$ cat config.mk
export PLATFORM = sky130hd
export DESIGN_NAME = turbo_pass_sequencer
export DESIGN_NICKNAME = d
export VERILOG_FILES = /design/src/rtl/tps_pkg.sv /design/src/rtl/tps_cfg.sv /design/src/rtl/tps_perm_table.sv /design/src/rtl/tps_walker.sv /design/src/rtl/turbo_pass_sequencer.sv
export SDC_FILE = /design/constraint.sdc
export NUM_CORES = 1
export LEC_CHECK = 0
export BUFFER_PORTS_ARGS = -buffer_cell sky130_fd_sc_hd__buf_4
export CORE_MARGIN = 2
export CORE_UTILIZATION = 25
export CTS_BUF_LIST = sky130_fd_sc_hd__clkbuf_8
export DETAILED_ROUTE_END_ITERATION = 10
export RECOVER_POWER = 50
export SKIP_CTS_REPAIR_TIMING = 1
export SLEW_MARGIN = 15
export SYNTH_ARGS = -nofsm -noshare
export SYNTH_HDL_FRONTEND = slang
export SYNTH_SLANG_ARGS = --single-unit
$ cat constraint.sdc
create_clock -name clk -period 5.64 [get_ports clk]
set_clock_uncertainty 0.15 [all_clocks]
set_input_delay 0.564 -clock clk [delete_from_list [all_inputs] [get_ports clk]]
set_output_delay 0.564 -clock clk [all_outputs]
set_load 0.02 [all_outputs]
$ cat src/rtl/tps_pkg.sv
package tps_pkg;
  typedef enum logic {
    PASS_NAT  = 1'b0,
    PASS_PERM = 1'b1
  } pass_e;
endpackage

$ cat src/rtl/tps_cfg.sv
module tps_cfg #(
  parameter int LEN_W   = 13,
  parameter int IT_W    = 4,
  parameter int MIN_LEN = 40,
  parameter int MAX_LEN = 5114
) (
  input  logic             clk,
  input  logic             rst_n,
  input  logic             ld,
  input  logic [LEN_W-1:0] len_in,
  input  logic [IT_W-1:0]  iter_in,
  output logic [LEN_W-1:0] len_q,
  output logic [IT_W-1:0]  iter_q
);
  localparam logic [LEN_W-1:0] LO = LEN_W'(MIN_LEN);
  localparam logic [LEN_W-1:0] HI = LEN_W'(MAX_LEN);

  logic [LEN_W-1:0] len_fix, len_d;
  logic [IT_W-1:0]  iter_fix, iter_d;

  always_comb begin
    if (len_in < LO)      len_fix = LO;
    else if (len_in > HI) len_fix = HI;
    else                  len_fix = len_in;
    iter_fix = (iter_in == '0) ? IT_W'(1) : iter_in;
    len_d    = ld ? len_fix  : len_q;
    iter_d   = ld ? iter_fix : iter_q;
  end

  always_ff @(posedge clk or negedge rst_n) begin
    if (!rst_n) begin
      len_q  <= LO;
      iter_q <= IT_W'(1);
    end else begin
      len_q  <= len_d;
      iter_q <= iter_d;
    end
  end
endmodule

$ cat src/rtl/tps_perm_table.sv
module tps_perm_table #(
  parameter int LEN_W  = 13,
  parameter int TBL_AW = 6
) (
  input  logic              clk,
  input  logic              we,
  input  logic [TBL_AW-1:0] waddr,
  input  logic [TBL_AW-1:0] wdata,
  input  logic [LEN_W-1:0]  idx,
  input  logic [LEN_W-1:0]  len,
  output logic [LEN_W-1:0]  perm_addr
);
  localparam int DEPTH = 1 << TBL_AW;

  logic [TBL_AW-1:0] mem [DEPTH];
  logic [LEN_W-1:0]  cand;

  always_ff @(posedge clk) begin
    if (we) mem[waddr] <= wdata;
  end

  always_comb begin
    cand      = {idx[LEN_W-1:TBL_AW], mem[idx[TBL_AW-1:0]]};
    perm_addr = (cand >= len) ? idx : cand;
  end
endmodule

$ cat src/rtl/tps_walker.sv
module tps_walker
  import tps_pkg::*;
#(
  parameter int LEN_W   = 13,
  parameter int IT_W    = 4,
  parameter int WIN_LOG = 4
) (
  input  logic             clk,
  input  logic             rst_n,
  input  logic             sync_clr,
  input  logic             start,
  input  logic [LEN_W-1:0] len,
  input  logic [IT_W-1:0]  iters,
  output logic             run,
  output logic [LEN_W-1:0] idx,
  output pass_e            pass,
  output logic             win_start,
  output logic             half_end,
  output logic             done
);
  logic             run_d, done_d;
  logic [LEN_W-1:0] idx_d;
  pass_e            pass_d;
  logic [IT_W-1:0]  it_q, it_d;

  assign half_end  = run && (idx == len - LEN_W'(1));
  assign win_start = run && (idx[WIN_LOG-1:0] == '0);

  always_comb begin
    run_d  = run;
    idx_d  = idx;
    pass_d = pass;
    it_d   = it_q;
    done_d = 1'b0;
    if (sync_clr) begin
      run_d  = 1'b0;
      idx_d  = '0;
      pass_d = PASS_NAT;
      it_d   = '0;
    end else if (!run) begin
      if (start) begin
        run_d  = 1'b1;
        idx_d  = '0;
        pass_d = PASS_NAT;
        it_d   = '0;
      end
    end else if (half_end) begin
      idx_d = '0;
      if (pass == PASS_PERM) begin
        pass_d = PASS_NAT;
        if (it_q == iters - IT_W'(1)) begin
          run_d  = 1'b0;
          done_d = 1'b1;
          it_d   = '0;
        end else begin
          it_d = it_q + IT_W'(1);
        end
      end else begin
        pass_d = PASS_PERM;
      end
    end else begin
      idx_d = idx + LEN_W'(1);
    end
  end

  always_ff @(posedge clk or negedge rst_n) begin
    if (!rst_n) begin
      run  <= 1'b0;
      idx  <= '0;
      pass <= PASS_NAT;
      it_q <= '0;
      done <= 1'b0;
    end else begin
      run  <= run_d;
      idx  <= idx_d;
      pass <= pass_d;
      it_q <= it_d;
      done <= done_d;
    end
  end
endmodule

$ cat src/rtl/turbo_pass_sequencer.sv
module turbo_pass_sequencer
  import tps_pkg::*;
#(
  parameter int LEN_W   = 13,
  parameter int IT_W    = 4,
  parameter int MIN_LEN = 40,
  parameter int MAX_LEN = 5114,
  parameter int WIN     = 16,
  parameter int TBL_AW  = 6
) (
  input  logic              clk,
  input  logic              rst_n,
  input  logic              sync_clr,
  input  logic              cfg_set,
  input  logic [LEN_W-1:0]  cfg_len,
  input  logic [IT_W-1:0]   cfg_iter,
  input  logic              start,
  input  logic              tbl_we,
  input  logic [TBL_AW-1:0] tbl_addr,
  input  logic [TBL_AW-1:0] tbl_data,
  output logic              busy,
  output logic              step_vld,
  output logic              half_even,
  output logic [LEN_W-1:0]  rd_addr,
  output logic              win_start,
  output logic              half_end,
  output logic              done
);
  localparam int WIN_LOG = $clog2(WIN);

  logic [LEN_W-1:0] len_q, idx, perm_addr;
  logic [IT_W-1:0]  iter_q;
  logic             run;
  pass_e            pass;

  tps_cfg #(.LEN_W(LEN_W), .IT_W(IT_W), .MIN_LEN(MIN_LEN), .MAX_LEN(MAX_LEN)) u_cfg (
    .clk(clk), .rst_n(rst_n), .ld(cfg_set && !run),
    .len_in(cfg_len), .iter_in(cfg_iter), .len_q(len_q), .iter_q(iter_q)
  );

  tps_perm_table #(.LEN_W(LEN_W), .TBL_AW(TBL_AW)) u_tbl (
    .clk(clk), .we(tbl_we && !run), .waddr(tbl_addr), .wdata(tbl_data),
    .idx(idx), .len(len_q), .perm_addr(perm_addr)
  );

  tps_walker #(.LEN_W(LEN_W), .IT_W(IT_W), .WIN_LOG(WIN_LOG)) u_walk (
    .clk(clk), .rst_n(rst_n), .sync_clr(sync_clr), .start(start),
    .len(len_q), .iters(iter_q), .run(run), .idx(idx), .pass(pass),
    .win_start(win_start), .half_end(half_end), .done(done)
  );

  assign busy      = run;
  assign step_vld  = run;
  assign half_even = (pass == PASS_PERM);
  assign rd_addr   = (pass == PASS_PERM) ? perm_addr : idx;
endmodule

; Word level (Yosys, flattened, before mapping)
; Memories as Yosys holds them, arrays and structs flattened.
; Cells that the tools add are included.
[word_totals]
inputBits = 35
output_inout_bits = 19
ramBits = 384
reg_bits = 37
n_memories = 1
[memory_table]
columns = memory, depth, width, rd, rd_clocked_by_memory_dff, write_ports, line_no
row1 = u_tbl.mem, 64, 6, 1, 0, 1, tps_perm_table.sv:15  ; logic [TBL_AW-1:0] mem [DEPTH];
[op_classes]
n_eq_ne = 4
n_mux = 33
reduce_logical = 10
order_cmp = 3
add_sub_neg = 4
[ops]
columns = operator, n
row1 = $mux 13, 6
row2 = $mux 4, 7
row3 = $mux 1, 18
row4 = $add 13x1->13 const B, 1
row5 = $eq 13x13->1, 1
row6 = $ge 13x13->1, 1
row7 = $gt 13x13->1 const B, 1
row8 = $lt 13x6->1 const B, 1
row9 = $sub 13x1->13 const B, 1
row10 = $mux 6, 2
row11 = $logic_not 4->1, 2
row12 = $ne 3x3->1 const B, 2
row13 = $add 4x1->4 const B, 1
row14 = $eq 4x4->1, 1
row15 = $logic_and 1x1->1, 4
row16 = $sub 4x1->4 const B, 1
row17 = $reduce_and 3->1, 1
row18 = $reduce_bool 3->1, 1
row19 = $reduce_and 2->1, 1
row20 = $logic_not 1->1, 1

; Logic depth before layout (Yosys ltp)
[depth]
depth_word = 7
ltp_mapped = 20
mapped_depth_nobuf = 14

; Modules after synthesis
; From an unflattened synthesis, not the netlist that was laid out.
[hier_totals]
hier_cells = 1064
hier_area_um2 = 18295.0
[modules_own_cells]
columns = module, area_each_um2, cells_per_inst, n_inst
row1 = tps_perm_table, 15524.9, 774, 1
row2 = tps_walker, 1779.2, 209, 1
row3 = tps_cfg, 775.7, 64, 1
row4 = turbo_pass_sequencer, 215.2, 17, 1

; Least setup slack after synthesis
; No wires, ideal clock.
[synth_timing]
path_type = reg-to-output
start = register u_walk.idx[0]
end = output port rd_addr[5]
stages_incl_launch_ff = 20
required_ns = 4.926
n_path_buf = 6
t_arrival_ns = 3.922
path_slack_ns = 1.004
cell_sequence = dfrtp_1 buf_4 buf_4 buf_4 buf_2 buf_4 mux2i_1 o22ai_1 a2111oi_0 a21oi_1 nor2_1 a21oi_1 ha_1 nand4_1 nor4_1 a2111oi_0 o31a_1 clkbuf_1 a21oi_1 a31oi_1
[synth_between]
elab_chain_cells = 4
[synth_rtl]
columns = element, line_no
row1 = "start, declared", tps_walker.sv:15  ; output logic [LEN_W-1:0] idx,
row2 = "start signal, assigned", tps_walker.sv:75  ; idx <= idx_d;
row3 = $mem_v2 64x6 (*), -
row4 = $ge 13x13->1, tps_perm_table.sv:24  ; perm_addr = (cand >= len) ? idx : cand;
row5 = $mux 6 (*), tps_perm_table.sv:24
row6 = $mux 6 (*), turbo_pass_sequencer.sv:55  ; assign rd_addr = (pass == PASS_PERM) ? perm_addr : idx;
row7 = "end, declared", turbo_pass_sequencer.sv:24  ; output logic [LEN_W-1:0] rd_addr,
; Mark *: on every way between the ends. The rest lies on a longest branch, timed or not.

; Worst setup path after layout
[layout_timing]
start = register u_walk.idx[0]
end = output port rd_addr[3]
; Same word-level chain as after synthesis.

==> results.yml <==
run_status:
  status: "finished with violations"
  violations: "capacitance limit, slew limit"
synthesis:
  syn-instance-count: 1110
  async_reset_ff_frac: 0.0879
  avgSynthCellArea_um2: 16.2
  synthFlopType: "edfxtp_1"
  yosysWarnings: 0
  synth_top_area_frac: 0.643
  synth.area.top_cells: "edfxtp_1 64%, mux4_2 9.4%, dfrtp_1 4.7%, mux2i_1 3.0%, nor2_1 2.3%"
  yosysUniqueCellTypes: 69
  syn_area_um2: 17900
  ys_seq_area_frac: 0.694
  synth_common_cells: "384 x edfxtp_1, 109 x nor2_1, 75 x mux4_2"
  synth_area_leader_cell: "edfxtp_1"
  synth.most_common_cell: "edfxtp_1"
  synth-edff-count: 384
  synth.net_count: 1163
  ys_ff_latch: 421
route:
  wire_per_inst_um: 20.7
  wl_met3_mm: 4.06
  firstDrtPassIters: 5
  wl_met2_mm: 21.0
  wl_met1_mm: 19.2
  wl_mm: 45.7
  drtIter0Drc: 1072
  drc: 0
  ant_nets: 0
  routed.top_layer: "met5"
  via_per_inst: 4.72
  dr_total_vias: 10442
grt:
  grt_pass1_wl_mm: 67.0
  first_global_vias: 10472
  track_usage: 0.121
  antenna_found_initial: 9
  overflow: 0
  grt_max_degree: 65
floorplanning:
  ios: 54
  core_area_um2: 71200
  rows: 98
  dieArea_um2: 73900
  die_w_um: 272
  initial_utilization: 0.252
  die_h_um: 272
power:
  switching_share: 0.236
  leakage_nw: 6.74
  clkPwrFrac: 0.385
  power_frac_seq: 0.546
  p_int_w: 0.00486
  p_sw_w: 0.00150
  p_comb_frac: 0.069
  peakVddDrop_mv: 0.144
  power.density_nw_per_um2: 304
  power_w: 0.00637
worst_setup_path:
  startpoint_type: "register"
  cp.required_ns: 4.93
  path_class: "register to output pin"
  cp_max_fo: 12
  crit_arrival_ns: 4.76
  cp-end-kind: "output pin"
job:
  max_cap_viol_count: 7
timing:
  period_share: 0.971
  timing.hold.ws_ns: 0.0208
  rsz0062_at_grt: "no"
  max_freq_mhz: 183
  slew_headroom: -1.01
  slew_viol_final: 428
  hold_viol_final: 0
  setup_viol: 0
  min_period_ns: 5.48
  worst_pin_slew_ns: 3.02
  tns_ns: 0
clocking:
  cts_sinks: 421
  clock_tree.buffer_depth: 3
  htree_levels: 3
  clkTransAtPathRegs_ns: 0.06
  cts_tree: "built"
  cts_root_buf: "clkbuf_8"
  clock_latency_ns: 0.63
  cts_made_buffers: 69
finish:
  drive_gt1_frac: 0.229
  area_delta_synth_final_pct: 16.7
  finalNonFillerCells: 2213
  nNetsFinal: 1265
placed_design:
  dpl.hpwl_mm: 28.6
  gp_congestion: 0.900
  placement.io_buffers: 53
  placed_cells: 2072
hold_path:
  min_path_type: "primary input to register"
==> state kept, by name, indices dropped and copies added, names as in the netlist <==
name,cells
u_cfg.iter_q,4
u_walk.run,1
u_walk.idx,13
u_walk.pass,1
u_tbl.mem,384
u_cfg.len_q,13
u_walk.it_q,4
u_walk.done,1
==> stage by stage <==
stage / setup WS [ns] / utilization / area, µm²
6_report: 0.162 / 0.294 / 20900
3_3_place_gp: 0.480 / 0.273 / 19400
5_1_grt: 0.0330 / 0.294 / 20900
3_5_place_dp: 0.373 / 0.273 / 19400
4_1_cts: -0.336 / 0.290 / 20700
2_1_floorplan: 1.00 / - / 17900
==> power by group through the flow <==
stage | Sequential (W) | Combinational [W] | Clock [W]
6_report | 0.00347 | 0.000440 | 0.00245
4_1_cts | 0.00347 | 0.000409 | 0.00250
5_1_grt | 0.00348 | 0.000479 | 0.00263
3_5_place_dp | 0.00354 | 0.000407 | 0
2_1_floorplan | 0.00352 | 0.000252 | 0
3_3_place_gp | 0.00354 | 0.000400 | 0
==> per-layer routing <==
metal	track usage	vias up
met4	0.0445	16
met5	0	-
met2	0.191	446
li1	-	4587
met1	0.154	5285
met3	0.0425	108
==> worst paths after layout <==
kind,start,end,slack (ns),cells past startpoint
max in group asynchronous,rst_n,u_walk.idx[2],2.74,2
min in group asynchronous,rst_n,u_cfg.len_q[12],1.00,2
worst max-delay path,u_walk.idx[0],rd_addr[3],0.16,14
worst min register to register,u_cfg.iter_q[3],u_cfg.iter_q[3],0.36,2
worst max register to register,u_cfg.len_q[1],u_walk.idx[0],1.91,8
worst min-delay path,cfg_iter[1],u_cfg.iter_q[1],0.02,3
==> cell families (layout without fill, tap and decap cells) <==
family,Yosys count,count (layout),share of synthesized area
DFF,421,421,0.694
and+or+nand+nor,287,287,0.0769
AOI/OAI and AO/OA,141,142,0.0532
muxes,137,137,0.129
buffers and inverters,82,233,0.0220
xor gates and xnor gates,24,24,0.0117
adders and majority gates,18,18,0.0125
other,0,1,0
==> worst max-delay path, cell delays in order, from the launching register on <==
cell and delay, ns:
dfrtp_4 0.55, buf_4 0.22, buf_16 0.17, mux4_2 0.36, mux2i_2 0.10, o21ai_0 0.41, nor3_1 0.10, o31ai_1 0.47
ha_1 0.34, nand4_1 0.11, nor4_1 0.08, a2111oi_2 0.32, o31a_1 0.34, mux2_2 0.39, buf_4 0.16
==> cells in the final DEF, fill, tap and decap left out, drive strengths merged, types with 4 or more instances in the layout <==
cell / netlist / final
or2: 4 / 4
clkbuf: 27 / 82
xor2: 12 / 12
a221oi: 5 / 5
nor4: 5 / 5
a21o: 4 / 4
nand2b: 8 / 8
and3: 4 / 4
and2: 5 / 5
a31oi: 5 / 5
a21oi: 21 / 21
mux2i: 53 / 53
nand3: 23 / 23
o22ai: 16 / 16
nand3b: 7 / 7
a2111oi: 8 / 8
o21ai: 38 / 38
dfrtp: 34 / 34
nand2: 61 / 61
a211oi: 8 / 8
nand4: 8 / 8
edfxtp: 384 / 384
ha: 18 / 18
buf: 35 / 79
nor2: 110 / 110
a221o: 5 / 5
nor3: 23 / 23
nor2b: 10 / 10
mux2: 9 / 9
nor3b: 6 / 6
xnor2: 12 / 12
clkinv: 1 / 19
dlygate4sd3: 0 / 4
inv: 19 / 46
mux4: 75 / 75
==> final cells by class <==
type	count	area [µm²]
clock buffer	73	1000
tap	950	1190
antenna	1	2.50
inverter	20	75.1
sequential	421	12500
multi-input combinational	608	5180
fill	7055	50300
clock inverter	48	236
timing repair buffer	92	777
(Power assumes the default switching activity.)
